File: src/rtl/pwm_pkg.sv
package pwm_pkg;
  localparam int unsigned CTRL_W = 6;

  localparam int unsigned CB_EN      = 0;
  localparam int unsigned CB_CONT    = 1;
  localparam int unsigned CB_DUTY_HI = 3;
  localparam int unsigned CB_IDLE_HI = 4;
  localparam int unsigned CB_ALIGN   = 5;

  localparam logic [CTRL_W-1:0] CTRL_MASK = 6'b111011;

  typedef enum logic [1:0] {
    REG_CNT  = 2'd0,
    REG_PER  = 2'd1,
    REG_DUTY = 2'd2,
    REG_CTRL = 2'd3
  } reg_sel_e;
endpackage

File: src/rtl/pwm_regs.sv
module pwm_regs
  import pwm_pkg::*;
#(
  parameter int unsigned DATA_W = 32
) (
  input  logic              clk_i,
  input  logic              rst_ni,
  input  logic              we_i,
  input  logic [1:0]        addr_i,
  input  logic [DATA_W-1:0] wdata_i,
  input  logic [DATA_W-1:0] cnt_i,
  output logic [DATA_W-1:0] period_o,
  output logic [DATA_W-1:0] duty_o,
  output logic [CTRL_W-1:0] ctrl_o,
  output logic              cnt_load_o,
  output logic [DATA_W-1:0] rdata_o
);
  reg_sel_e sel;
  assign sel = reg_sel_e'(addr_i);

  logic [DATA_W-1:0] period_q, duty_q;
  logic [CTRL_W-1:0] ctrl_q;

  always_ff @(posedge clk_i or negedge rst_ni) begin
    if (!rst_ni) begin
      period_q <= '0;
      duty_q   <= '0;
      ctrl_q   <= '0;
    end else if (we_i) begin
      unique case (sel)
        REG_PER:  period_q <= wdata_i;
        REG_DUTY: duty_q   <= wdata_i;
        REG_CTRL: ctrl_q   <= wdata_i[CTRL_W-1:0] & CTRL_MASK;
        default: ;
      endcase
    end
  end

  assign cnt_load_o = we_i && (sel == REG_CNT);
  assign period_o   = period_q;
  assign duty_o     = duty_q;
  assign ctrl_o     = ctrl_q;

  always_comb begin
    unique case (sel)
      REG_CNT:  rdata_o = cnt_i;
      REG_PER:  rdata_o = period_q;
      REG_DUTY: rdata_o = duty_q;
      default:  rdata_o = {{(DATA_W-CTRL_W){1'b0}}, ctrl_q};
    endcase
  end

  // unimplemented control bits never read back as 1
  a_r2_ctrl_mask: assert property (@(posedge clk_i) disable iff (!rst_ni)
    (sel == REG_CTRL) |-> ((rdata_o & ~DATA_W'(CTRL_MASK)) == '0));

  // a write to the period word is visible after the edge
  a_r2_per_write: assert property (@(posedge clk_i) disable iff (!rst_ni)
    (we_i && sel == REG_PER) |=> (period_o == $past(wdata_i)));
endmodule

File: src/rtl/pwm_prescale.sv
module pwm_prescale #(
  parameter int unsigned PRESCALE = 2
) (
  input  logic clk_i,
  input  logic rst_ni,
  input  logic run_i,
  input  logic restart_i,
  output logic tick_o
);
  if (PRESCALE <= 1) begin : g_bypass
    assign tick_o = run_i;
  end else begin : g_div
    localparam int unsigned PW = $clog2(PRESCALE);
    localparam logic [PW-1:0] LAST = PW'(PRESCALE - 1);
    logic [PW-1:0] pc_q;

    always_ff @(posedge clk_i or negedge rst_ni) begin
      if (!rst_ni)                 pc_q <= '0;
      else if (restart_i || !run_i) pc_q <= '0;
      else if (pc_q == LAST)       pc_q <= '0;
      else                         pc_q <= pc_q + 1'b1;
    end

    assign tick_o = run_i && (pc_q == LAST);

    // with a divider, two ticks never come on back-to-back edges
    a_r3_tick_gap: assert property (@(posedge clk_i) disable iff (!rst_ni)
      tick_o |=> !tick_o);

    // a restart puts the divider back at its first phase
    a_r9_restart: assert property (@(posedge clk_i) disable iff (!rst_ni)
      restart_i |=> !tick_o);
  end
endmodule

File: src/rtl/pwm_counter.sv
module pwm_counter #(
  parameter int unsigned CNT_W = 32
) (
  input  logic             clk_i,
  input  logic             rst_ni,
  input  logic             en_i,
  input  logic             cont_i,
  input  logic             tick_i,
  input  logic             load_i,
  input  logic [CNT_W-1:0] load_val_i,
  input  logic [CNT_W-1:0] period_i,
  output logic [CNT_W-1:0] cnt_o,
  output logic             done_o
);
  logic [CNT_W-1:0] cnt_q;
  logic             done_q;
  logic [CNT_W:0]   cnt_inc;
  logic             at_end;

  assign cnt_inc = {1'b0, cnt_q} + {{CNT_W{1'b0}}, 1'b1};
  assign at_end  = cnt_inc >= {1'b0, period_i};

  always_ff @(posedge clk_i or negedge rst_ni) begin
    if (!rst_ni) begin
      cnt_q  <= '0;
      done_q <= 1'b0;
    end else if (load_i) begin
      cnt_q  <= load_val_i;
      done_q <= 1'b0;
    end else if (!en_i) begin
      done_q <= 1'b0;
    end else if (!done_q && tick_i) begin
      if (at_end) begin
        cnt_q <= '0;
        if (!cont_i) done_q <= 1'b1;
      end else begin
        cnt_q <= cnt_inc[CNT_W-1:0];
      end
    end
  end

  assign cnt_o  = cnt_q;
  assign done_o = done_q;

  // disabled channel holds its count
  a_r6_hold: assert property (@(posedge clk_i) disable iff (!rst_ni)
    (!en_i && !load_i) |=> $stable(cnt_o));

  // end-of-cycle advance returns to zero
  a_r7_wrap: assert property (@(posedge clk_i) disable iff (!rst_ni)
    (en_i && !done_o && tick_i && !load_i && at_end) |=> (cnt_o == '0));

  // halted counter stays at zero
  a_r8_halt_zero: assert property (@(posedge clk_i) disable iff (!rst_ni)
    (done_o && !load_i) |=> (cnt_o == '0));

  // load value appears after the edge
  a_r9_load: assert property (@(posedge clk_i) disable iff (!rst_ni)
    load_i |=> (cnt_o == $past(load_val_i)));
endmodule

File: src/rtl/pwm_level.sv
module pwm_level #(
  parameter int unsigned CNT_W = 32
) (
  input  logic             run_i,
  input  logic             duty_hi_i,
  input  logic             idle_hi_i,
  input  logic [CNT_W-1:0] cnt_i,
  input  logic [CNT_W-1:0] duty_i,
  output logic             pwm_o
);
  logic in_duty;
  assign in_duty = cnt_i < duty_i;

  always_comb begin
    if (!run_i)       pwm_o = idle_hi_i;
    else if (in_duty) pwm_o = duty_hi_i;
    else              pwm_o = !duty_hi_i;
  end
endmodule

File: src/rtl/pwm_timer.sv
module pwm_timer
  import pwm_pkg::*;
#(
  parameter int unsigned DATA_W   = 32,
  parameter int unsigned PRESCALE = 2
) (
  input  logic              clk_i,
  input  logic              rst_ni,
  input  logic              we_i,
  input  logic [1:0]        addr_i,
  input  logic [DATA_W-1:0] wdata_i,
  output logic [DATA_W-1:0] rdata_o,
  output logic              pwm_o
);
  logic [DATA_W-1:0] period, duty, cnt;
  logic [CTRL_W-1:0] ctrl;
  logic              cnt_load, tick, done, run;

  pwm_regs #(.DATA_W(DATA_W)) u_regs (
    .clk_i      (clk_i),
    .rst_ni     (rst_ni),
    .we_i       (we_i),
    .addr_i     (addr_i),
    .wdata_i    (wdata_i),
    .cnt_i      (cnt),
    .period_o   (period),
    .duty_o     (duty),
    .ctrl_o     (ctrl),
    .cnt_load_o (cnt_load),
    .rdata_o    (rdata_o)
  );

  assign run = ctrl[CB_EN] && !done;

  pwm_prescale #(.PRESCALE(PRESCALE)) u_presc (
    .clk_i     (clk_i),
    .rst_ni    (rst_ni),
    .run_i     (run),
    .restart_i (cnt_load),
    .tick_o    (tick)
  );

  pwm_counter #(.CNT_W(DATA_W)) u_cnt (
    .clk_i      (clk_i),
    .rst_ni     (rst_ni),
    .en_i       (ctrl[CB_EN]),
    .cont_i     (ctrl[CB_CONT]),
    .tick_i     (tick),
    .load_i     (cnt_load),
    .load_val_i (wdata_i),
    .period_i   (period),
    .cnt_o      (cnt),
    .done_o     (done)
  );

  pwm_level #(.CNT_W(DATA_W)) u_lvl (
    .run_i     (run),
    .duty_hi_i (ctrl[CB_DUTY_HI]),
    .idle_hi_i (ctrl[CB_IDLE_HI]),
    .cnt_i     (cnt),
    .duty_i    (duty),
    .pwm_o     (pwm_o)
  );

  // disabled channel shows the idle level
  a_r6_idle_out: assert property (@(posedge clk_i) disable iff (!rst_ni)
    !ctrl[CB_EN] |-> (pwm_o == ctrl[CB_IDLE_HI]));

  // halted single cycle shows the idle level
  a_r8_done_idle: assert property (@(posedge clk_i) disable iff (!rst_ni)
    done |-> (pwm_o == ctrl[CB_IDLE_HI]));

  // duty at or past period keeps the duty level while running
  a_r5_full_duty: assert property (@(posedge clk_i) disable iff (!rst_ni)
    (run && duty >= period && cnt < period) |-> (pwm_o == ctrl[CB_DUTY_HI]));
endmodule

File: config.mk
export PLATFORM = sky130hd
export DESIGN_NAME = pwm_timer
export DESIGN_NICKNAME = d
export VERILOG_FILES = /design/src/rtl/pwm_pkg.sv /design/src/rtl/pwm_regs.sv /design/src/rtl/pwm_prescale.sv /design/src/rtl/pwm_counter.sv /design/src/rtl/pwm_level.sv /design/src/rtl/pwm_timer.sv
export SDC_FILE = /design/constraint.sdc
export NUM_CORES = 1
export LEC_CHECK = 0
export ABC_CLOCK_PERIOD_IN_PS = 5300
export BUFFER_PORTS_ARGS = -buffer_cell sky130_fd_sc_hd__clkbuf_2
export CORE_UTILIZATION = 50
export CTS_CLUSTER_SIZE = 20
export DETAILED_ROUTE_END_ITERATION = 10
export HOLD_SLACK_MARGIN = 0.08
export PLACE_DENSITY_LB_ADDON = 0.15
export SYNTH_ARGS = -nofsm -noshare
export SYNTH_HDL_FRONTEND = slang
export SYNTH_SLANG_ARGS = --single-unit
export TNS_END_PERCENT = 30
File: constraint.sdc
create_clock -name clk_i -period 5.3 [get_ports clk_i]
set_input_delay 0.795 -clock clk_i [delete_from_list [all_inputs] [get_ports clk_i]]
set_output_delay 0.795 -clock clk_i [all_outputs]
set_load 0.02 [all_outputs]
==> results.txt <==
max_cap viols = 0
total gr overflow = 0
Worst Setup End Kind = flip-flop
internal reg-to-reg setup slack = 1080 ps
TritonCTS clock tree = yes
post-route ant nets = 0
first-pass GRT wire length = 28.8 mm
final period utilization = 79.7%
largest net degree at the start of global routing = 60
FMAX = 0.237 GHz
Comb power frac = 42.7%
Worst Setup SP = u_cnt.cnt_o[1]$_DFFE_PN0P_
Post-CTS Hold Buffers = 0
post-placement cell area = 7520 µm²
largest stage delay on the critical path = 460 ps
most frequent cell on the critical path = nand4_1
most common cell in the synthesized netlist = dfrtp_1
clock skew = 6.53 ps
via count = 5,408
final instance area = 7820 µm²
Post-synth EDFFs = 0
clock sinks = 103
placed cell count = 916
met2 wire length = 8.08 mm
Pre-Repair DR Iteration Count = 5
WL/cell = 18.7 µm
core area = 13,500 µm²
Starting Density = 52.1%
PortBufs = 69
Synth top area share = 36.6%
Die X = 121 µm
post-layout min period = 4220 ps
final setup TNS = 0 ps
VDD IR max = 267 µV
CTS root buf = clkbuf_16
Arrival @ worst endpoint = 4520 ps
Final nets = 852
later-pin clock latency in the skew report = 360 ps
top routing layer used = met4
Fin. Hold Viols = 0
pwr/cell area = 443 nW/µm²
Leakage = 3.97 nW
status = complete, no violations
startpoint type of the worst setup path = flip-flop
cells taking the most area after synthesis = dfrtp_1 37%, ha_1 11%, mux2_2 11%
Top FF cell, synth = dfrtp_1
Yosys warnings = 0
Area growth syn-to-layout = 11.1%
Int Power = 2.05 mW
switching share of power = 40.9%
Post-Synthesis Cell Area = 7040 µm²
H-tree depth = 3
register area share after synthesis = 36.6%
RR Startpoint = u_cnt.cnt_o[1]$_DFFE_PN0P_
GRT Util Overall = 25.6%
detailed placement HPWL = 12.8 mm
distinct cell type count after synthesis = 58
Non-Filler Instances = 932
GP Congestion = 0.910
Worst EP required = 5600 ps
drc violations = 0
fillers = 1,206
number of CTS-inserted buffers = 9
Max FO, Critical Path = 23
Total Die Area = 14,600 µm²
Switching Power = 1.42 mW
RSZ-0062 raised after global routing = false
post-cts gate resize count = 0
share of post-route cells with drive strength above 1 = 24.6%
vias in the first global route = 5,580
clk buf depth = 2
M1 WL = 8.31 mm
HP Class = input port to async pin
Clock power frac = 19.2%
Rel. slew slack = 28.9%
die height = 121 µm
endpoints failing setup = 0
Setup Fix Bufs, Post-CTS = 0
pins over their slew limit = 0
Yosys top cell by area = dfrtp_1
Seq pwr share = 38.2%
Setup Crit Path Kind = flip-flop to flip-flop
ANT cells = 0
initial drt markers = 343
Row Count = 42
ys async rst share = 100%
met3 routed WL = 727 µm
Vias per Instance = 5.80
DRT Wirelength = 17.4 mm
CP Cell Sequence = ha_1 -> nand4_1 -> nor3_1 -> and2_1 -> nand4_1 -> xnor2_1 -> ha_1 -> a21oi_1 -> nor3_1 -> a2111oi_0 -> nand4_1 -> nor3_4 -> buf_4 -> a21o_1
most instantiated cells after synthesis = 103 x dfrtp_1, 70 x inv_1, 69 x mux2_2
cells after synthesis = 693
Hold Slack = 509 ps
initial antenna violation count = 0
worst slew pin tran = 1060 ps
clk slew on worst S/H paths = 70 ps
register bit total from synthesis = 103
Mapped Nets = 794
Syn Area/Cell = 10.2 µm²
Crit-path slowest cell = dfrtp_1
# IOs = 70
-- metrics by stage --
| stage | worst slack, ps | utilization [%] | total power, mW |
|---|---|---|---|
| 2_1_floorplan | 2080 | - | 2.36 |
| 3_3_place_gp | 1310 | 55.7 | 2.74 |
| 3_5_place_dp | 1120 | 55.7 | 2.79 |
| 4_1_cts | 1070 | 57.9 | 3.48 |
| 5_1_grt | 757 | 57.9 | 3.73 |
| 6_report | 1080 | 57.9 | 3.47 |
-- flip-flops by register name, summed over array words and instances, names as in the netlist --
name / count
u_cnt.cnt_o: 32
u_cnt.done_o: 1
u_presc.g_div.pc_q: 1
u_regs.ctrl_o: 5
u_regs.duty_o: 32
u_regs.period_o: 32
-- metal layers --
| metal | up-vias | track usage (%) |
|---|---|---|
| li1 | 2615 | - |
| met1 | 2655 | 35.4 |
| met2 | 120 | 41.0 |
| met3 | 18 | 4.76 |
| met4 | 0 | 6.87 |
| met5 | - | 0 |
-- final timing paths --
kind                            cells past startpoint                              end
worst max-delay path                               14      u_cnt.cnt_o[15]$_DFFE_PN0P_
worst min-delay path                                1     u_regs.duty_o[1]$_DFFE_PN0P_
worst max register to register                     14      u_cnt.cnt_o[15]$_DFFE_PN0P_
worst min register to register                      1     u_regs.ctrl_o[5]$_DFFE_PN0P_
max in group asynchronous                           2  u_regs.period_o[18]$_DFFE_PN0P_
min in group clk_i                                  1     u_regs.ctrl_o[5]$_DFFE_PN0P_
-- worst max-delay path: cells and delay by family (launching register included) --
kind / cells / cell delay, ps
flops: 1 / 460
fa+ha+maj: 2 / 550
compound gates: 3 / 760
simple gates: 7 / 1810
xor+xnor: 1 / 220
buf+inv: 1 / 380
-- logic make-up after synthesis --
group                    Yosys count  synth area share [%]
AND/OR/NAND/NOR                  154                  11.9
buffers and inverters            101                  6.15
XOR/XNOR                          30                  3.73
adder cells (fa/ha/maj)           64                  11.4
flip-flops                       103                  36.6
AO/OA/AOI/OAI                    140                  13.7
multiplexers                     101                  16.5
-- power by group through the flow --
stage                     sequential [mW]  clock, mW  combinational, mW
after floorplan                      1.20          0               1.15
after global placement               1.31          0               1.43
after detailed placement             1.33          0               1.47
after CTS                            1.32      0.683               1.48
after global routing                 1.36      0.709               1.67
final                                1.32      0.665               1.48
-- layout by cell type (no fill, tap or decap), types with 2 or more instances in the layout --
| cell type | synthesis | routed |
|---|---|---|
| o21ai_0 | 35 | 35 |
| nand2_1 | 53 | 53 |
| mux4_2 | 4 | 4 |
| clkbuf_1 | 14 | 2 |
| mux2i_1 | 27 | 27 |
| a211oi_1 | 2 | 2 |
| clkinvlp_4 | 0 | 2 |
| buf_4 | 0 | 10 |
| a21o_1 | 34 | 34 |
| nand3b_1 | 2 | 2 |
| or2_4 | 2 | 2 |
| nand4_1 | 20 | 20 |
| nand2b_1 | 3 | 3 |
| o211ai_1 | 2 | 2 |
| a31oi_1 | 3 | 2 |
| a22o_2 | 2 | 2 |
| nor3_1 | 10 | 10 |
| inv_1 | 70 | 70 |
| xnor2_1 | 17 | 17 |
| o21a_1 | 2 | 2 |
| nor3_2 | 4 | 3 |
| a221o_1 | 2 | 2 |
| a22oi_1 | 2 | 2 |
| nand4_2 | 2 | 2 |
| clkbuf_16 | 0 | 9 |
| a2111oi_0 | 2 | 2 |
| nor4_4 | 2 | 2 |
| a22o_1 | 28 | 28 |
| mux2_2 | 69 | 69 |
| nor2_1 | 17 | 17 |
| and4_1 | 3 | 3 |
| ha_1 | 64 | 64 |
| xor2_1 | 13 | 13 |
| dfrtp_1 | 103 | 103 |
| a21oi_1 | 21 | 21 |
| nor4_1 | 2 | 2 |
| nand3_1 | 21 | 21 |
| clkbuf_2 | 1 | 68 |
-- final cells by class --
type	instances	area [µm²]	share of cell area, %
multi-input cells	489	4050	51.8
clock buffers	11	233	2.98
repair buffers	78	415	5.31
well taps	176	220	2.82
clock inverters	5	58.8	0.752
inverters	70	263	3.36
flip-flops and latches	103	2580	33.0
(Power assumes the default switching activity.)
